--- src/rtl/wdog_pkg.sv ---
package wdog_pkg;
  localparam logic [7:0] ADDR_STAT = 8'h6E;
  localparam logic [7:0] ADDR_CNT  = 8'h70;
  localparam logic [7:0] ADDR_CTRL = 8'h72;

  localparam int CTRL_RUN = 0;
  localparam int CTRL_PRE = 2;
  localparam int CTRL_RST = 7;

  localparam int STAT_PRE = 1;
  localparam int STAT_EXP = 2;
  localparam logic [7:0] STAT_MASK = 8'h06;

  function automatic int tick_cycles(input int clk_khz, input int tick_ms);
    return clk_khz * tick_ms;
  endfunction

  function automatic int pre_ticks(input int pre_ms, input int tick_ms);
    return pre_ms / tick_ms;
  endfunction
endpackage

--- src/rtl/wdog_prescaler.sv ---
module wdog_prescaler #(
  parameter int TICK_CYC = 4
) (
  input  logic clk,
  input  logic rst_n,
  input  logic run,
  input  logic restart,
  output logic tick
);
  localparam int PW = (TICK_CYC > 1) ? $clog2(TICK_CYC) : 1;
  localparam logic [PW-1:0] LAST = PW'(TICK_CYC - 1);

  logic [PW-1:0] phase_q;

  assign tick = run && (phase_q == LAST);

  always_ff @(posedge clk or negedge rst_n) begin
    if (!rst_n)                 phase_q <= '0;
    else if (!run || restart)   phase_q <= '0;
    else if (phase_q == LAST)   phase_q <= '0;
    else                        phase_q <= phase_q + 1'b1;
  end
endmodule

--- src/rtl/wdog_counter.sv ---
module wdog_counter #(
  parameter int CNT_W     = 16,
  parameter int PRE_TICKS = 70
) (
  input  logic             clk,
  input  logic             rst_n,
  input  logic             tick,
  input  logic             load,
  input  logic [CNT_W-1:0] load_val,
  input  logic             run,
  input  logic             pre_en,
  output logic [CNT_W-1:0] cnt,
  output logic             expire,
  output logic             pre_hit
);
  localparam logic [CNT_W-1:0] PRE_LIM = CNT_W'(PRE_TICKS);

  logic pre_done_q;

  assign expire  = run && (cnt == '0);
  assign pre_hit = run && pre_en && !pre_done_q && (cnt <= PRE_LIM);

  always_ff @(posedge clk or negedge rst_n) begin
    if (!rst_n)                   cnt <= '1;
    else if (load)                cnt <= load_val;
    else if (tick && cnt != '0)   cnt <= cnt - 1'b1;
  end

  always_ff @(posedge clk or negedge rst_n) begin
    if (!rst_n)        pre_done_q <= 1'b0;
    else if (load)     pre_done_q <= 1'b0;
    else if (pre_hit)  pre_done_q <= 1'b1;
  end
endmodule

--- src/rtl/wdog_regs.sv ---
module wdog_regs
  import wdog_pkg::*;
#(
  parameter int CNT_W = 16
) (
  input  logic             clk,
  input  logic             rst_n,
  input  logic             wr,
  input  logic [7:0]       addr,
  input  logic [15:0]      wdata,
  input  logic [CNT_W-1:0] cnt,
  input  logic             expire,
  input  logic             pre_hit,
  output logic [7:0]       ctrl,
  output logic [7:0]       status,
  output logic [15:0]      rdata,
  output logic             cnt_load,
  output logic             ctrl_wr
);
  logic       stat_wr;
  logic [7:0] stat_set;
  logic [7:0] stat_clr;

  assign cnt_load = wr && (addr == ADDR_CNT);
  assign ctrl_wr  = wr && (addr == ADDR_CTRL);
  assign stat_wr  = wr && (addr == ADDR_STAT);

  always_comb begin
    stat_set = '0;
    stat_set[STAT_PRE] = pre_hit;
    stat_set[STAT_EXP] = expire;
    stat_clr = stat_wr ? wdata[7:0] : 8'h00;
  end

  always_ff @(posedge clk or negedge rst_n) begin
    if (!rst_n)       ctrl <= 8'h00;
    else if (ctrl_wr) ctrl <= wdata[7:0];
    else if (expire)  ctrl[CTRL_RUN] <= 1'b0;
  end

  always_ff @(posedge clk or negedge rst_n) begin
    if (!rst_n) status <= 8'h00;
    else        status <= ((status & ~stat_clr) | stat_set) & STAT_MASK;
  end

  always_comb begin
    case (addr)
      ADDR_STAT: rdata = {8'h00, status};
      ADDR_CNT:  rdata = 16'(cnt);
      ADDR_CTRL: rdata = {8'h00, ctrl};
      default:   rdata = 16'h0000;
    endcase
  end
endmodule

--- src/rtl/wdog_rstgen.sv ---
module wdog_rstgen #(
  parameter int RST_CYC = 4
) (
  input  logic clk,
  input  logic rst_n,
  input  logic fire,
  output logic rst_out
);
  localparam int RW = $clog2(RST_CYC + 1);

  logic [RW-1:0] left_q;

  always_ff @(posedge clk or negedge rst_n) begin
    if (!rst_n)             left_q <= '0;
    else if (fire)          left_q <= RW'(RST_CYC);
    else if (left_q != '0)  left_q <= left_q - 1'b1;
  end

  assign rst_out = (left_q != '0);
endmodule

--- src/rtl/wdog_top.sv ---
module wdog_top
  import wdog_pkg::*;
#(
  parameter int CLK_KHZ = 100000,
  parameter int TICK_MS = 128,
  parameter int PRE_MS  = 9000,
  parameter int CNT_W   = 16,
  parameter int RST_CYC = 4
) (
  input  logic        clk,
  input  logic        rst_n,
  input  logic        bus_wr,
  input  logic [7:0]  bus_addr,
  input  logic [15:0] bus_wdata,
  output logic [15:0] bus_rdata,
  output logic        pre_irq,
  output logic        sys_rst_out
);
  localparam int TICK_CYC  = tick_cycles(CLK_KHZ, TICK_MS);
  localparam int PRE_TICKS = pre_ticks(PRE_MS, TICK_MS);

  logic [7:0]       ctrl;
  logic [7:0]       status;
  logic [CNT_W-1:0] cnt;
  logic             cnt_load;
  logic             ctrl_wr;
  logic             tick;
  logic             run;
  logic             rst_en;
  logic             expire;
  logic             pre_hit;

  assign run    = ctrl[CTRL_RUN];
  assign rst_en = ctrl[CTRL_RST];

  wdog_regs #(.CNT_W(CNT_W)) u_regs (
    .clk(clk), .rst_n(rst_n), .wr(bus_wr), .addr(bus_addr), .wdata(bus_wdata),
    .cnt(cnt), .expire(expire), .pre_hit(pre_hit), .ctrl(ctrl), .status(status),
    .rdata(bus_rdata), .cnt_load(cnt_load), .ctrl_wr(ctrl_wr)
  );

  wdog_prescaler #(.TICK_CYC(TICK_CYC)) u_presc (
    .clk(clk), .rst_n(rst_n), .run(run), .restart(cnt_load), .tick(tick)
  );

  wdog_counter #(.CNT_W(CNT_W), .PRE_TICKS(PRE_TICKS)) u_cnt (
    .clk(clk), .rst_n(rst_n), .tick(tick), .load(cnt_load),
    .load_val(bus_wdata[CNT_W-1:0]), .run(run), .pre_en(ctrl[CTRL_PRE]),
    .cnt(cnt), .expire(expire), .pre_hit(pre_hit)
  );

  wdog_rstgen #(.RST_CYC(RST_CYC)) u_rst (
    .clk(clk), .rst_n(rst_n), .fire(expire && rst_en), .rst_out(sys_rst_out)
  );

  assign pre_irq = status[STAT_PRE];
endmodule

--- config.mk ---
export PLATFORM = sky130hd
export DESIGN_NAME = wdog_top
export DESIGN_NICKNAME = d
export VERILOG_FILES = /design/src/rtl/wdog_pkg.sv /design/src/rtl/wdog_prescaler.sv /design/src/rtl/wdog_counter.sv /design/src/rtl/wdog_regs.sv /design/src/rtl/wdog_rstgen.sv /design/src/rtl/wdog_top.sv
export SDC_FILE = /design/constraint.sdc
export NUM_CORES = 1
export LEC_CHECK = 0
export BUFFER_PORTS_ARGS = -buffer_cell sky130_fd_sc_hd__buf_2
export CAP_MARGIN = 25
export CORE_MARGIN = 4
export CORE_UTILIZATION = 35
export CTS_BUF_LIST = sky130_fd_sc_hd__clkbuf_8
export DETAILED_ROUTE_END_ITERATION = 16
export MAX_ROUTING_LAYER = met4
export PLACE_DENSITY = 0.52
export SYNTH_ARGS = -nofsm -noshare
export SYNTH_HDL_FRONTEND = slang
export SYNTH_HIERARCHICAL = 1
export SYNTH_SLANG_ARGS = --single-unit
--- constraint.sdc ---
create_clock -name clk -period 4.71 [get_ports clk]
set_clock_uncertainty 0.1 [all_clocks]
set_input_delay 0.2355 -clock clk [delete_from_list [all_inputs] [get_ports clk]]
set_output_delay 0.2355 -clock clk [all_outputs]
set_load 0.05 [all_outputs]
==> flow_summary.json <==
{
  "synthToLayoutAreaGrowth_pct": 12.71,
  "coreArea_sq_mm": 0.009240,
  "gp_congestion": 0.7873,
  "setup_violations": 0,
  "gr-usage-all-layers": 0.1431,
  "overflow": 0,
  "reg2reg_depth": 8,
  "die_x_microns": 105.2,
  "dp.cells": 501,
  "drv_cap": 0,
  "firstDrtPassIters": 4,
  "netlist_area_sq_mm": 0.003308,
  "grt_max_degree": 55,
  "cts_buffer_depth": 2,
  "hold_violations": 0,
  "max_slew.worst_pin.slew_ns": 0.9928,
  "wl_per_cell_microns": 14.69,
  "drtAntennaViolNets": 0,
  "start_kind": "flop",
  "holdPathStages": 3,
  "max_stage_delay_ns": 0.66,
  "crit_family": "simple AND/OR/NAND/NOR gates",
  "tritoncts": "built",
  "status": "finished clean",
  "grt_pass1_vias": 2585,
  "period_needed_ns": 3.613,
  "clock-root-buffer": "clkbuf_8",
  "min_to": "u_cnt/cnt[11]$_DFFE_PN1P_",
  "finalInstanceArea_sq_mm": 0.003729,
  "ys.warnings.count": 6,
  "syn_nets": 373,
  "cp_cell_sequence": "ha_1 -> nand4_4 -> or4_2 -> nor3_1 -> or4b_1 -> or3_1 -> a211o_1 -> a21oi_1",
  "critPathArrivalTime_ns": 3.76,
  "io_pins": 45,
  "fin_crit_sh": 0.7671,
  "drive_gt1_frac": 0.2625,
  "p_per_area_mw_per_mm2": 227.7,
  "nNetsFinal": 413,
  "path_clk_slew_ns": 0.10,
  "drt_iter0_markers": 153,
  "hold_start": "bus_wdata[11]",
  "fin_tns_setup_ns": 0,
  "p_leak_nw": 1.557,
  "post-cts-setup-buffers": 0,
  "drc_errors": 0,
  "worstPathRequired_ns": 4.85,
  "std_cell_rows": 35,
  "rsz0062_at_grt": "no",
  "hold_path_class": "in2reg",
  "dpl_cell_area_sq_mm": 0.003618,
  "fp.dieH_microns": 105.2,
  "routed_wl_mm": 7.493,
  "grt_first_pass_wirelength_mm": 12.68,
  "reg2reg_to": "u_cnt/cnt[7]$_DFFE_PN1P_",
  "slew_viol_final": 0,
  "dpl.hpwl_mm": 5.328,
  "peakVddDrop_mv": 0.1151,
  "stdcell_count": 510,
  "endpoint_kind": "flop",
  "via_per_inst": 5.245,
  "power_mw": 0.8490,
  "cp_max_fo": 8,
  "path_class": "reg2reg",
  "clock_sinks": 54,
  "ctsHoldBuffers": 1,
  "avgSynthCellArea_sq_um": 9.730,
  "fmax_mhz": 276.8,
  "netlist_instances": 340,
  "post_cts_resized": 0,
  "numPortBuffers": 44,
  "htreeDepth": 2,
  "start_util": 0.3580,
  "slew_headroom": 0.3377,
  "antenna_found_initial": 0,
  "dieArea_sq_mm": 0.01107,
  "clock_latency_ns": 0.31,
  "r2r_start": "u_presc/phase_q[0]$_DFF_PN0_",
  "rrSetupSlack_ns": 1.10,
  "timing.critical_path.buf_inv": 0,
  "via_count": 2675,
  "diodes": 0,
  "numCtsBuffers": 5,
  "critPathSlowestCell": "or4_2"
}
## metrics by stage
stage	setup WS (ns)	util	hold slack, ns
global placement	1.169	0.3916	0.3238
finish	1.097	0.4035	0.02886
global route	0.8844	0.4035	0.009631
floorplan	1.446	-	-0.1601
detailed placement	1.086	0.3916	0.3124
CTS	1.064	0.4035	0.001997
## registers in the layout, indices dropped and copies added (netlist names)
name,count
u_rst/left_q,3
u_cnt/cnt,16
u_regs/ctrl,8
u_regs/status,2
u_presc/phase_q,24
u_cnt/pre_done_q,1
## worst max path at each step
stage	from	endpoint	slack, ns	depth (start not counted)
floorplan	u_presc/phase_q[0]$_DFF_PN0_	u_cnt/cnt[7]$_DFFE_PN1P_	1.45	9
global placement	u_presc/phase_q[0]$_DFF_PN0_	u_cnt/cnt[7]$_DFFE_PN1P_	1.17	8
detailed placement	u_presc/phase_q[0]$_DFF_PN0_	u_cnt/cnt[7]$_DFFE_PN1P_	1.09	8
CTS	u_presc/phase_q[0]$_DFF_PN0_	u_cnt/cnt[7]$_DFFE_PN1P_	1.06	8
global route	u_presc/phase_q[0]$_DFF_PN0_	u_cnt/cnt[7]$_DFFE_PN1P_	0.88	8
finish	u_presc/phase_q[0]$_DFF_PN0_	u_cnt/cnt[7]$_DFFE_PN1P_	1.10	8
## routing by layer
layer,global-route usage,up-vias,share of wire
met2,0.2172,49,0.43
met4,0.04124,0,0.015
met3,0.02388,9,0.035
li1,-,1329,-
met1,0.1975,1288,0.52
met5,-,-,0
## cells in the final DEF (no fill, tap or decap), types with 6 or more instances in the layout
| cell | count |
|---|---|
| nor3_1 | 8 |
| nor4_1 | 7 |
| clkbuf_8 | 7 |
| o21ai_0 | 12 |
| nor2b_1 | 8 |
| o31ai_1 | 6 |
| a21oi_1 | 17 |
| buf_2 | 44 |
| or3_1 | 6 |
| ha_1 | 6 |
| mux2_1 | 7 |
| nand2_1 | 24 |
| nor2_1 | 30 |
| nand4_1 | 10 |
| and2_1 | 13 |
| dfstp_2 | 16 |
| xnor2_1 | 10 |
| inv_1 | 14 |
| dfrtp_1 | 38 |
## cell type report
type                    instances  area (sq um)
repair buffers                 47         245.2
well taps                     129         161.4
inverters                      15         56.30
clock inverters                 1         3.754
clock buffers                   7         96.34
flip-flops and latches         54          1371
fillers                       948          5512
multi-input cells             257          1794
## power by group
group | total (mW) | internal, mW | switching [mW]
combinational | 0.0590 | 0.0264 | 0.0326
sequential | 0.509 | 0.487 | 0.0218
clock | 0.281 | 0.132 | 0.149
total | 0.849 | 0.646 | 0.203
## worst register-to-register path, stage by stage, from the launching register on
cell and delay (ns):
dfrtp_1 0.39, ha_1 0.26, nand4_4 0.16, or4_2 0.66, nor3_1 0.55, or4b_1 0.66
or3_1 0.39, a211o_1 0.27, a21oi_1 0.12
Note: power is estimated with default switching activity, not from simulation.
